<file path="src/rtl/pd_seq_pkg.sv">
package pd_seq_pkg;
  localparam int ADDR_W = 4;

  localparam logic [1:0] SEL_CTRL = 2'd0;
  localparam logic [1:0] SEL_STAT = 2'd1;
  localparam logic [1:0] SEL_DOWN = 2'd2;
  localparam logic [1:0] SEL_UP   = 2'd3;

  typedef enum logic [10:0] {
    ST_IDLE          = 11'h001,
    ST_REQ_IDLE      = 11'h002,
    ST_WAIT_ACK      = 11'h004,
    ST_WAIT_IDLE     = 11'h008,
    ST_PWR_SWITCH    = 11'h010,
    ST_WAIT_PWR      = 11'h020,
    ST_REL_IDLE      = 11'h040,
    ST_WAIT_ACK_CLR  = 11'h080,
    ST_WAIT_IDLE_CLR = 11'h100,
    ST_DONE          = 11'h200,
    ST_ERROR         = 11'h400
  } state_e;

  typedef enum logic [1:0] {
    ERR_NONE = 2'd0,
    ERR_ACK  = 2'd1,
    ERR_IDLE = 2'd2,
    ERR_PWR  = 2'd3
  } err_e;
endpackage

</file>
<file path="src/rtl/pd_sync.sv">
module pd_sync #(
  parameter int W = 1
) (
  input  logic         clk_i,
  input  logic         rst_ni,
  input  logic [W-1:0] d_i,
  output logic [W-1:0] q_o
);
  for (genvar i = 0; i < W; i++) begin : g_bit
    logic s1_q, s2_q;
    always_ff @(posedge clk_i or negedge rst_ni) begin
      if (!rst_ni) begin
        s1_q <= 1'b0;
        s2_q <= 1'b0;
      end else begin
        s1_q <= d_i[i];
        s2_q <= s1_q;
      end
    end
    assign q_o[i] = s2_q;
  end
endmodule

</file>
<file path="src/rtl/pd_regs.sv">
module pd_regs
  import pd_seq_pkg::*;
#(
  parameter int CNT_W   = 16,
  parameter int RST_CNT = 24
) (
  input  logic              clk_i,
  input  logic              rst_ni,
  input  logic              we_i,
  input  logic [ADDR_W-1:0] addr_i,
  input  logic [31:0]       wdata_i,
  output logic [31:0]       rdata_o,
  input  logic              busy_i,
  input  logic              on_i,
  input  err_e              err_i,
  output logic              cmd_vld_o,
  output logic              cmd_on_o,
  output logic [CNT_W-1:0]  down_cnt_o,
  output logic [CNT_W-1:0]  up_cnt_o
);
  logic [1:0]       sel;
  logic             ctrl_wr, cmd_try, ovr_set, ovr_clr;
  logic             tgt_q, ovr_q;
  logic [CNT_W-1:0] down_q, up_q;
  logic             unused_bits;

  assign sel         = addr_i[3:2];
  assign ctrl_wr     = we_i && (sel == SEL_CTRL);
  assign cmd_try     = ctrl_wr && wdata_i[16];
  assign cmd_vld_o   = cmd_try && !busy_i;
  assign cmd_on_o    = wdata_i[0];
  assign ovr_set     = cmd_try && busy_i;
  assign ovr_clr     = ctrl_wr && wdata_i[17] && wdata_i[1];
  assign unused_bits = ^{wdata_i[31:18], addr_i[1:0]};

  always_ff @(posedge clk_i or negedge rst_ni) begin
    if (!rst_ni) begin
      tgt_q  <= 1'b1;
      ovr_q  <= 1'b0;
      down_q <= CNT_W'(RST_CNT);
      up_q   <= CNT_W'(RST_CNT);
    end else begin
      if (cmd_vld_o) tgt_q <= wdata_i[0];
      if (ovr_set) ovr_q <= 1'b1;
      else if (ovr_clr) ovr_q <= 1'b0;
      if (we_i && sel == SEL_DOWN) down_q <= wdata_i[CNT_W-1:0];
      if (we_i && sel == SEL_UP)   up_q   <= wdata_i[CNT_W-1:0];
    end
  end

  assign down_cnt_o = down_q;
  assign up_cnt_o   = up_q;

  always_comb begin
    unique case (sel)
      SEL_CTRL: rdata_o = {31'd0, tgt_q};
      SEL_STAT: rdata_o = {26'd0, err_i, 1'b0, ovr_q, on_i, busy_i};
      SEL_DOWN: rdata_o = 32'(down_q);
      default:  rdata_o = 32'(up_q);
    endcase
  end

  p_mask_keep_r5: assert property (@(posedge clk_i) disable iff (!rst_ni)
    (ctrl_wr && !wdata_i[16]) |=> $stable(tgt_q));
  p_ovr_sticky_r9: assert property (@(posedge clk_i) disable iff (!rst_ni)
    (ovr_q && !ovr_clr) |=> ovr_q);
  p_busy_cmd_r9: assert property (@(posedge clk_i) disable iff (!rst_ni)
    (cmd_try && busy_i) |=> (ovr_q && $stable(tgt_q)));
endmodule

</file>
<file path="src/rtl/pd_fsm.sv">
module pd_fsm
  import pd_seq_pkg::*;
#(
  parameter int CNT_W      = 16,
  parameter int TO_CYCLES  = 500000,
  parameter bit HAS_STATUS = 1'b1
) (
  input  logic             clk_i,
  input  logic             rst_ni,
  input  logic             cmd_vld_i,
  input  logic             cmd_on_i,
  input  logic [CNT_W-1:0] down_cnt_i,
  input  logic [CNT_W-1:0] up_cnt_i,
  input  logic             ack_s_i,
  input  logic             idle_s_i,
  input  logic             stat_s_i,
  output logic             pwr_en_o,
  output logic             idle_req_o,
  output logic             busy_o,
  output logic             done_o,
  output logic             timeout_o,
  output logic             on_o,
  output err_e             err_o
);
  localparam int TO_W = $clog2(TO_CYCLES + 1);

  state_e           state_q, state_d;
  logic             dir_q, dir_d, pwr_q, req_q, on_s, pwr_ok, to_hit, idle_st;
  logic [CNT_W-1:0] cnt_q;
  logic [TO_W-1:0]  to_q;
  err_e             err_q;

  if (HAS_STATUS) begin : g_stat
    assign on_s   = !stat_s_i;
    assign pwr_ok = (on_s == dir_q);
  end else begin : g_idle_only
    assign on_s   = !idle_s_i;
    assign pwr_ok = 1'b1;
  end

  assign idle_st = (state_q == ST_IDLE) || (state_q == ST_ERROR);
  assign to_hit  = (to_q == TO_W'(TO_CYCLES - 1));
  assign dir_d   = (idle_st && cmd_vld_i) ? cmd_on_i : dir_q;

  always_comb begin
    state_d = state_q;
    unique case (state_q)
      ST_IDLE, ST_ERROR:
        if (cmd_vld_i) begin
          if (cmd_on_i == on_s) state_d = ST_DONE;
          else if (cmd_on_i)    state_d = ST_PWR_SWITCH;
          else                  state_d = ST_REQ_IDLE;
        end
      ST_REQ_IDLE:      state_d = ST_WAIT_ACK;
      ST_WAIT_ACK:      if (ack_s_i) state_d = ST_WAIT_IDLE;
                        else if (to_hit) state_d = ST_ERROR;
      ST_WAIT_IDLE:     if (idle_s_i) state_d = ST_PWR_SWITCH;
                        else if (to_hit) state_d = ST_ERROR;
      ST_PWR_SWITCH:    if (cnt_q == '0) state_d = ST_WAIT_PWR;
      ST_WAIT_PWR:      if (pwr_ok) state_d = dir_q ? ST_REL_IDLE : ST_DONE;
                        else if (to_hit) state_d = ST_ERROR;
      ST_REL_IDLE:      state_d = ST_WAIT_ACK_CLR;
      ST_WAIT_ACK_CLR:  if (!ack_s_i) state_d = ST_WAIT_IDLE_CLR;
                        else if (to_hit) state_d = ST_ERROR;
      ST_WAIT_IDLE_CLR: if (!idle_s_i) state_d = ST_DONE;
                        else if (to_hit) state_d = ST_ERROR;
      default:          state_d = ST_IDLE;
    endcase
  end

  always_ff @(posedge clk_i or negedge rst_ni) begin
    if (!rst_ni) begin
      state_q <= ST_IDLE;
      dir_q   <= 1'b1;
      pwr_q   <= 1'b1;
      req_q   <= 1'b0;
      cnt_q   <= '0;
      to_q    <= '0;
      err_q   <= ERR_NONE;
    end else begin
      state_q <= state_d;
      dir_q   <= dir_d;
      if (state_d != state_q) to_q <= '0;
      else if (!to_hit) to_q <= to_q + 1'b1;
      if (state_d == ST_PWR_SWITCH && state_q != ST_PWR_SWITCH) begin
        pwr_q <= dir_d;
        cnt_q <= dir_d ? up_cnt_i : down_cnt_i;
      end else if (state_q == ST_PWR_SWITCH && cnt_q != '0) begin
        cnt_q <= cnt_q - 1'b1;
      end
      if (state_d == ST_REQ_IDLE) req_q <= 1'b1;
      if (state_d == ST_REL_IDLE) req_q <= 1'b0;
      if (idle_st && cmd_vld_i) err_q <= ERR_NONE;
      else if (state_d == ST_ERROR && state_q != ST_ERROR) begin
        unique case (state_q)
          ST_WAIT_ACK, ST_WAIT_ACK_CLR:   err_q <= ERR_ACK;
          ST_WAIT_IDLE, ST_WAIT_IDLE_CLR: err_q <= ERR_IDLE;
          default:                        err_q <= ERR_PWR;
        endcase
      end
    end
  end

  assign pwr_en_o   = pwr_q;
  assign idle_req_o = req_q;
  assign busy_o     = !idle_st;
  assign done_o     = (state_q == ST_DONE);
  assign timeout_o  = (state_q == ST_ERROR);
  assign on_o       = on_s;
  assign err_o      = err_q;

  p_state_onehot: assert property (@(posedge clk_i) disable iff (!rst_ni)
    $countones(state_q) == 1);
  p_off_order_r1: assert property (@(posedge clk_i) disable iff (!rst_ni)
    $fell(pwr_q) |-> (req_q && $past(idle_s_i)));
  p_on_order_r2: assert property (@(posedge clk_i) disable iff (!rst_ni)
    $fell(req_q) |-> (pwr_q && (!HAS_STATUS || $past(on_s))));
  p_err_code_r6: assert property (@(posedge clk_i) disable iff (!rst_ni)
    timeout_o |-> (err_q != ERR_NONE));
  p_err_hold_r6: assert property (@(posedge clk_i) disable iff (!rst_ni)
    (timeout_o && !cmd_vld_i) |=> timeout_o);
  p_settle_r7: assert property (@(posedge clk_i) disable iff (!rst_ni)
    (state_q == ST_PWR_SWITCH && cnt_q != '0) |=> (state_q == ST_PWR_SWITCH));
  p_same_state_r8: assert property (@(posedge clk_i) disable iff (!rst_ni)
    (idle_st && cmd_vld_i && cmd_on_i == on_s) |=>
      (done_o && $stable(pwr_q) && $stable(req_q)));
  p_done_pulse_r10: assert property (@(posedge clk_i) disable iff (!rst_ni)
    done_o |=> !done_o);
endmodule

</file>
<file path="src/rtl/pd_seq.sv">
module pd_seq
  import pd_seq_pkg::*;
#(
  parameter int CNT_W      = 16,
  parameter int RST_CNT    = 24,
  parameter int TO_CYCLES  = 500000,
  parameter bit HAS_STATUS = 1'b1
) (
  input  logic              clk_i,
  input  logic              rst_ni,
  input  logic              reg_we_i,
  input  logic [ADDR_W-1:0] reg_addr_i,
  input  logic [31:0]       reg_wdata_i,
  output logic [31:0]       reg_rdata_o,
  input  logic              ack_i,
  input  logic              idle_i,
  input  logic              pwr_stat_i,
  output logic              pwr_en_o,
  output logic              idle_req_o,
  output logic              busy_o,
  output logic              done_o,
  output logic              timeout_o
);
  logic [2:0]       sync_q;
  logic             cmd_vld, cmd_on, on_s;
  logic [CNT_W-1:0] down_cnt, up_cnt;
  err_e             err;

  pd_sync #(.W(3)) u_sync (
    .clk_i (clk_i),
    .rst_ni(rst_ni),
    .d_i   ({pwr_stat_i, idle_i, ack_i}),
    .q_o   (sync_q)
  );

  pd_regs #(.CNT_W(CNT_W), .RST_CNT(RST_CNT)) u_regs (
    .clk_i     (clk_i),
    .rst_ni    (rst_ni),
    .we_i      (reg_we_i),
    .addr_i    (reg_addr_i),
    .wdata_i   (reg_wdata_i),
    .rdata_o   (reg_rdata_o),
    .busy_i    (busy_o),
    .on_i      (on_s),
    .err_i     (err),
    .cmd_vld_o (cmd_vld),
    .cmd_on_o  (cmd_on),
    .down_cnt_o(down_cnt),
    .up_cnt_o  (up_cnt)
  );

  pd_fsm #(.CNT_W(CNT_W), .TO_CYCLES(TO_CYCLES), .HAS_STATUS(HAS_STATUS)) u_fsm (
    .clk_i     (clk_i),
    .rst_ni    (rst_ni),
    .cmd_vld_i (cmd_vld),
    .cmd_on_i  (cmd_on),
    .down_cnt_i(down_cnt),
    .up_cnt_i  (up_cnt),
    .ack_s_i   (sync_q[0]),
    .idle_s_i  (sync_q[1]),
    .stat_s_i  (sync_q[2]),
    .pwr_en_o  (pwr_en_o),
    .idle_req_o(idle_req_o),
    .busy_o    (busy_o),
    .done_o    (done_o),
    .timeout_o (timeout_o),
    .on_o      (on_s),
    .err_o     (err)
  );
endmodule

</file>
<file path="config.mk">
export PLATFORM = sky130hd
export DESIGN_NAME = pd_seq
export DESIGN_NICKNAME = d
export VERILOG_FILES = /design/src/rtl/pd_seq_pkg.sv /design/src/rtl/pd_sync.sv /design/src/rtl/pd_regs.sv /design/src/rtl/pd_fsm.sv /design/src/rtl/pd_seq.sv
export SDC_FILE = /design/constraint.sdc
export NUM_CORES = 1
export LEC_CHECK = 0
export BUFFER_PORTS_ARGS = -buffer_cell sky130_fd_sc_hd__buf_2
export CAP_MARGIN = 25
export CORE_MARGIN = 10
export CORE_UTILIZATION = 53
export CTS_CLUSTER_DIAMETER = 50
export DETAILED_ROUTE_END_ITERATION = 10
export PLACE_DENSITY = 0.75
export SLEW_MARGIN = 20
export SYNTH_ARGS = -nofsm -noshare
export SYNTH_HDL_FRONTEND = slang
export SYNTH_HIERARCHICAL = 1
export SYNTH_SLANG_ARGS = --single-unit
</file>
<file path="constraint.sdc">
create_clock -name clk_i -period 6.64 [get_ports clk_i]
set_clock_uncertainty 0.15 [all_clocks]
set_input_delay 0.664 -clock clk_i [delete_from_list [all_inputs] [get_ports clk_i]]
set_output_delay 0.664 -clock clk_i [all_outputs]
set_load 0.05 [all_outputs]
</file>
==> impl_metrics.py, run 1 <==
metrics = {
    "status": {
        "status": "finished clean",
    },
    "finish": {
        "drive_gt1_share_pct": 23.3,
        "layout_common_cells": "83 x dfrtp_1, 45 x buf_2, 42 x nor2_1",
        "nets": 595,
        "fill_cells": 831,
        "final_common_cell": "dfrtp_1",
        "diodes": 0,
        "areaGrowthSynthToFinish_pct": 7.28,
    },
    "route": {
        "viasPerCell": 5.94,
        "initialDrtViolationCount": 310,
        "dr.pass1.iters": 6,
        "drt-met1-wl_mm": 5.45,
        "num_vias": 4078,
        "wl_per_cell_um": 17.4,
        "drt_wl_total_mm": 11.9,
        "highest_layer": "met4",
        "antenna_left": 0,
        "wl_met3_um": 720,
        "wl_met2_mm": 5.56,
        "route.detailed.drc": 0,
    },
    "cts": {
        "holdBufCountCts": 0,
        "cts.sinks": 91,
        "cts_max_path_buffers": 2,
        "clk_latency_ns": 0.36,
        "htreeDepth": 3,
        "numCtsBuffers": 9,
        "post_cts_resized": 0,
        "cts_tree": "built",
        "post_cts_buffers": 0,
        "cts-root-buf": "clkbuf_8",
        "path_clk_slew_ns": 0.09,
    },
    "synthesis": {
        "ys_seq_area_share_pct": 42.9,
        "synth_edf_count": 0,
        "yosysTopAreaCellShare_pct": 39.0,
        "netlist_area_um2": 5330,
        "synth-seq-cells": 91,
        "synthTopCellsByArea": "dfrtp_1 39%, mux2_4 5.9%, mux2i_1 4.3%",
        "avgSynthCellArea_um2": 10.2,
        "synthArstFlopShare_pct": 100,
        "ys_warn_count": 6,
        "synth.distinct_cells": 74,
        "yosys.area.top_type": "dfrtp_1",
        "synth_cells": 520,
        "synth_flop_cell": "dfrtp_1",
    },
    "timing": {
        "setup_viol": 0,
        "fmax_mhz": 246,
        "period_share_pct": 61.1,
        "fin_crit_ns": 4.06,
        "tns_ns": 0,
        "slew_viol_final": 0,
        "hold_viol_final": 0,
        "maxSlewHeadroom_pct": 33.2,
        "rsz0062_at_grt": "no",
        "hold_slack_ns": 0.0466,
        "worstMarginPinSlew_ns": 0.998,
    },
    "global_routing": {
        "grt_overflow": 0,
        "grt_max_degree": 67,
        "grt_use_total_pct": 16.7,
        "grt_pass1_wl_mm": 20.0,
        "grt_pass1_vias": 4051,
        "antenna_found_initial": 0,
    },
    "setup_path": {
        "cpMaxStageDelayCell": "a21oi_1",
        "cpMostUsedCell": "buf_4",
        "required_ns": 6.75,
        "crit_family": "compound AO/OA/AOI/OAI gates",
        "cpPeakStageDelay_ns": 0.72,
        "cp_num_buf_inv": 3,
        "arrival_ns": 4.17,
        "worst-path-max-fanout": 12,
        "worst_setup_path_end_kind": "flip-flop",
        "crit_type": "reg -> reg",
        "cp-start-kind": "flip-flop",
        "worstPathCellList": "inv_1 -> ha_1 -> or3b_4 -> or4_1 -> o41ai_1 -> buf_4 -> o21ai_1 -> a21oi_1 -> buf_4 -> o22ai_1",
    },
    "floorplanning": {
        "start_util_pct": 54.5,
        "dieArea_um2": 14500,
        "num_rows": 36,
        "die_h_um": 120,
        "die_x_um": 120,
        "placeableCoreArea_um2": 9770,
        "pin_count": 79,
    },
    "place": {
        "detailed_place_hpwl_mm": 8.66,
        "gp_congestion": 0.909,
        "numPortBuffers": 46,
    },
    "min_path": {
        "hold_class": "in -> async",
    },
    "run": {
        "drv_cap": 0,
    },
    "pwr": {
        "pwr_density_cell_nw_per_um2": 311,
        "ir_worst_vdd_mv": 0.260,
        "p_leak_nw": 2.64,
    },
}
[sequential cells by signal (all words and copies together) (netlist names)]
| signal | cells |
|---|---|
| u_regs/up_cnt_o | 16 |
| u_fsm/state_q | 11 |
| u_fsm/to_q | 19 |
| u_sync/g_bit.s2_q | 3 |
| u_fsm/cnt_q | 16 |
| u_regs/down_cnt_o | 16 |
| u_fsm/idle_req_o | 1 |
| u_fsm/err_o | 2 |
| u_regs/ovr_q | 1 |
| u_regs/tgt_q | 1 |
| u_sync/g_bit.s1_q | 3 |
| u_fsm/pwr_en_o | 1 |
| u_fsm/dir_q | 1 |
[power by group]
group	switching (W)	internal [W]	leakage [nW]	total, W
clock network	0.000189	0.000183	0.0991	0.000371
logic	0.000378	0.000231	1.40	0.000609
registers	0.000115	0.000681	1.14	0.000796
[per-layer routing]
| metal | track usage, % | vias to the layer above |
|---|---|---|
| met1 | 22.5 | 1991 |
| met3 | 3.12 | 20 |
| li1 | - | 1907 |
| met4 | 6.71 | 0 |
| met2 | 26.2 | 160 |
| met5 | 0 | - |
[layout make-up]
class / instances / area, µm² / area share (%)
Sequential cell: 91 / 2290 / 40.0
Inverter: 14 / 52.6 / 0.919
Multi-Input combinational cell: 381 / 2740 / 47.9
Tap cell: 133 / 166 / 2.91
Clock inverter: 5 / 52.6 / 0.919
Timing Repair Buffer: 52 / 278 / 4.86
Clock buffer: 11 / 141 / 2.47
[kinds of logic (layout without fill, tap and decap cells)]
kind of cell             after synthesis  in the layout  share of synthesized area (%)
buffers and inverters                 63             82                           6.74
adder cells (fa/ha/maj)                4              4                          0.939
XOR/XNOR                              21             21                           3.45
AO/OA/AOI/OAI                         71             71                           9.37
AND/OR/NAND/NOR                      205            205                           21.8
flip-flops                            91             91                           42.9
other                                  1             16                         0.0704
multiplexers                          64             64                           14.7
[path summary, 6_finish.rpt]
| kind | startpoint | to | slack (ns) | cells past startpoint |
|---|---|---|---|---|
| worst max-delay path | u_fsm/cnt_q[0] | u_fsm/state_q[0] | 2.58 | 10 |
| worst min-delay path | rst_ni | u_fsm/to_q[6] | 0.05 | 1 |
| worst max register to register | u_fsm/cnt_q[0] | u_fsm/state_q[0] | 2.58 | 10 |
| worst min register to register | u_sync/g_bit[1].s1_q | u_sync/g_bit[1].s2_q | 0.20 | 0 |
| max in group asynchronous | rst_ni | u_regs/down_cnt_o[0] | 5.16 | 2 |
| min in group clk_i | u_sync/g_bit[1].s1_q | u_sync/g_bit[1].s2_q | 0.20 | 0 |
[per-stage QoR]
| step | worst slack [ns] | instances | instance area [µm²] | util [%] | power, W |
|---|---|---|---|---|---|
| after floorplan | 2.84 | 535 | 5380 | - | 0.00125 |
| after global routing | 2.28 | 687 | 5720 | 58.5 | 0.00188 |
| after detailed placement | 2.63 | 671 | 5520 | 56.5 | 0.00140 |
| after global placement | 2.73 | 671 | 5520 | 56.5 | 0.00138 |
| after CTS | 2.58 | 687 | 5720 | 58.5 | 0.00178 |
| final | 2.58 | 687 | 5720 | 58.5 | 0.00178 |
[Yosys cell counts, types with 14 or more instances]
library cell  count
a21oi_1          21
buf_4            21
clkbuf_1         18
dfrtp_1          83
inv_1            14
mux2_2           19
mux2_4           21
mux2i_1          23
nand2_1          31
nand3_1          29
nor2_1           42
xor2_1           15
[worst reg2reg max path, cell delays in order, from the launching register on]
cell and delay, ns:
dfrtp_1 0.41, inv_1 0.09, ha_1 0.19, or3b_4 0.40, or4_1 0.54, o41ai_1 0.67
buf_4 0.25, o21ai_1 0.11, a21oi_1 0.72, buf_4 0.33, o22ai_1 0.10
Note: power is estimated with default switching activity, not from simulation.
==> run 2, diff against run 1 <==
--- a/config.mk
+++ b/config.mk
@@ -5,13 +5,14 @@
 export SDC_FILE = /design/constraint.sdc
 export NUM_CORES = 1
 export LEC_CHECK = 0
+export ABC_AREA = 1
 export BUFFER_PORTS_ARGS = -buffer_cell sky130_fd_sc_hd__buf_2
 export CAP_MARGIN = 25
 export CORE_MARGIN = 10
 export CORE_UTILIZATION = 53
 export CTS_CLUSTER_DIAMETER = 50
 export DETAILED_ROUTE_END_ITERATION = 10
-export PLACE_DENSITY = 0.75
+export PLACE_DENSITY = 0.74
 export SLEW_MARGIN = 20
 export SYNTH_ARGS = -nofsm -noshare
 export SYNTH_HDL_FRONTEND = slang
==> constraint.sdc (replaced) <==
create_clock -name clk_i -period 4.05 [get_ports clk_i]
set_clock_uncertainty 0.15 [all_clocks]
set_input_delay 0.405 -clock clk_i [delete_from_list [all_inputs] [get_ports clk_i]]
set_output_delay 0.405 -clock clk_i [all_outputs]
set_load 0.05 [all_outputs]
==> impl_metrics.py, run 2 <==
metrics = {
    "status": {
        "status": "finished clean",
    },
    "setup_path": {
        "r2r_cells": 17,
        "reg2reg_from": "u_fsm/state_q[9]",
        "cpPeakStageDelay_ns": 0.47,
        "arrival_ns": 3.30,
        "worst_setup_path_end_kind": "flip-flop",
        "cp-endpoint": "u_fsm/cnt_q[0]",
        "cp-start-kind": "flip-flop",
        "worst-path-max-fanout": 18,
        "required_ns": 4.12,
        "worstPathCellList": "nor2_4 -> nand2_8 -> nor2_8 -> nand2_4 -> nand2_8 -> inv_1 -> nor2_1 -> buf_4 -> inv_1 -> nand2_1 -> nand3_2 -> nand2_2 -> nand3_4 -> nor2_8 -> nand2_4 -> o21ai_0 -> nand2_1",
        "crit_type": "reg -> reg",
        "cpMaxStageDelayCell": "dfrtp_1",
        "crit_path_start": "u_fsm/state_q[9]",
        "regToRegEndpoint": "u_fsm/cnt_q[0]",
        "reg2reg_slack_ns": 0.83,
    },
    "finish": {
        "final_common_cell": "nand2_1",
        "areaGrowthSynthToFinish_pct": 9.60,
        "post-route-util_pct": 60.1,
        "diodes": 0,
        "nets": 831,
        "drive_gt1_share_pct": 25.6,
        "largest_register_ffs": 19,
        "layout_common_cells": "148 x nand2_1, 86 x nor2_1, 83 x dfrtp_1",
        "top_register": "u_fsm/to_q",
    },
    "synthesis": {
        "synth-seq-cells": 91,
        "synth_edf_count": 0,
        "synth-compound-area-share_pct": 10.0,
        "ys_warn_count": 6,
        "yosysMostFrequentCell": "nand2_1",
        "synthAdderAreaFrac_pct": 0.831,
        "ys_seq_area_share_pct": 38.0,
        "synth_top_family_by_area": "simple AND/OR/NAND/NOR gates",
        "synth.mux.area_fraction_pct": 1.64,
        "yosys.area.top_type": "dfrtp_1",
        "yosys.area_share.simple_pct": 36.8,
        "synth_common_cells": "148 x nand2_1, 86 x nor2_1, 83 x dfrtp_1, 81 x inv_1, 58 x nand3_1",
        "synth.distinct_cells": 47,
        "avgSynthCellArea_um2": 8.11,
        "synth_xor_area_share_pct": 2.18,
        "synth_cells": 742,
        "yosysTopAreaCellShare_pct": 34.5,
        "synthArstFlopShare_pct": 100,
        "synthTopCellsByArea": "dfrtp_1 34%, nand2_1 9.2%, nor2_1 5.4%",
        "synth_flop_cell": "dfrtp_1",
        "netlist_area_um2": 6020,
    },
    "pwr": {
        "ir_worst_vdd_mv": 0.336,
        "p_leak_nw": 3.27,
        "pwr_density_cell_nw_per_um2": 571,
    },
    "route": {
        "antenna_left": 0,
        "drt_wl_total_mm": 14.2,
        "dr.pass1.iters": 5,
        "num_vias": 5062,
        "viasPerCell": 5.44,
        "route.detailed.drc": 0,
        "initialDrtViolationCount": 425,
        "wl_per_cell_um": 15.3,
    },
    "run": {
        "drv_cap": 0,
    },
    "timing": {
        "setup_viol": 0,
        "fin_crit_ns": 3.22,
        "rsz0062_at_grt": "no",
        "fmax_mhz": 310,
        "period_share_pct": 79.6,
        "worstMarginPinSlew_ns": 0.532,
        "maxSlewHeadroom_pct": 64.5,
        "slew_viol_final": 0,
        "tns_ns": 0,
        "hold_viol_final": 0,
    },
    "cts": {
        "cts.sinks": 91,
        "post_cts_resized": 0,
        "post_cts_buffers": 0,
        "clk_latency_ns": 0.35,
        "cts_max_path_buffers": 2,
        "cts-root-buf": "clkbuf_16",
        "path_clk_slew_ns": 0.06,
        "htreeDepth": 3,
        "cts_tree": "built",
        "numCtsBuffers": 9,
    },
    "floorplanning": {
        "die_x_um": 127,
        "start_util_pct": 54.8,
        "die_h_um": 127,
        "num_rows": 38,
        "placeableCoreArea_um2": 11000,
        "pin_count": 79,
        "dieArea_um2": 16000,
    },
    "global_routing": {
        "use_met2_pct": 29.3,
        "grt_pass1_wl_mm": 24.1,
        "grt_overflow": 0,
        "grt_max_degree": 77,
        "met1_usage_pct": 22.2,
        "antenna_found_initial": 0,
        "grt.busiest_layer": "met2",
        "grt_pass1_vias": 5039,
        "grt_use_met3_pct": 3.62,
        "grt_use_total_pct": 17.7,
    },
    "min_path": {
        "hold_class": "in -> reg",
    },
    "place": {
        "gp_congestion": 0.906,
        "detailed_place_hpwl_mm": 10.4,
        "numPortBuffers": 46,
    },
}
run 2: routing by layer:
metal / share of wire (%) / up-vias
li1: - / 2447
met3: 6.6 / 21
met1: 43 / 2432
met2: 48 / 162
met5: 0 / -
met4: 1.9 / 0
run 2: timing repair:
action / in CTS / in global routing
hold endpoints to repair: 0 / 33
setup endpoints to repair: 0 / 0
hold buffers: 0 / 1
run 2: worst min-delay path by stage:
stage,start,to,depth (start not counted)
2_1_floorplan,rst_ni,u_fsm/cnt_q[0],0
3_3_place_gp,u_sync/g_bit[2].s1_q,u_sync/g_bit[2].s2_q,0
3_5_place_dp,u_sync/g_bit[2].s1_q,u_sync/g_bit[2].s2_q,0
4_1_cts,idle_i,u_sync/g_bit[1].s1_q,1
5_1_grt,idle_i,u_sync/g_bit[1].s1_q,1
6_report,ack_i,u_sync/g_bit[0].s1_q,1
run 2: critical path, delay by kind of cell, from the launching register on:
family	cells	cell delay (ns)
AO/OA/AOI/OAI	1	0.13
buffers and inverters	3	0.44
flip-flops	1	0.47
AND/OR/NAND/NOR	13	1.91
run 2: report_power, final:
part | switching [W] | internal [W] | total, W
sequential | 0.000178 | 0.00111 | 0.00128
clock | 0.000359 | 0.000624 | 0.000983
combinational | 0.00102 | 0.000480 | 0.00150
run 2: logic make-up after synthesis:
logic type | count (synthesis)
AND/OR/NAND/NOR | 417
buffers and inverters | 123
flip-flops | 91
AO/OA/AOI/OAI | 82
XOR/XNOR | 15
multiplexers | 9
adder cells (fa/ha/maj) | 4
other | 1
run 2: layout make-up:
type,count,area (µm²)
clock buffer,11,243
clock inverter,5,108
fill,978,4380
inverter,89,342
multi-input combinational,543,3160
sequential,91,2290
tap,140,175
timing repair buffer,51,285
run 2: metrics by stage:
step | instance area (µm²) | setup WS [ns] | hold slack [ns] | power [W] | instances
after global placement | 6220 | 0.996 | 0.182 | 0.00272 | 912
final | 6600 | 0.827 | 0.0119 | 0.00377 | 930
after global routing | 6600 | 0.654 | 0.00698 | 0.00401 | 930
after detailed placement | 6220 | 0.911 | 0.186 | 0.00278 | 912
after CTS | 6570 | 0.875 | 0.00339 | 0.00377 | 928
after floorplan | 6080 | 0.705 | -0.0406 | 0.00252 | 757
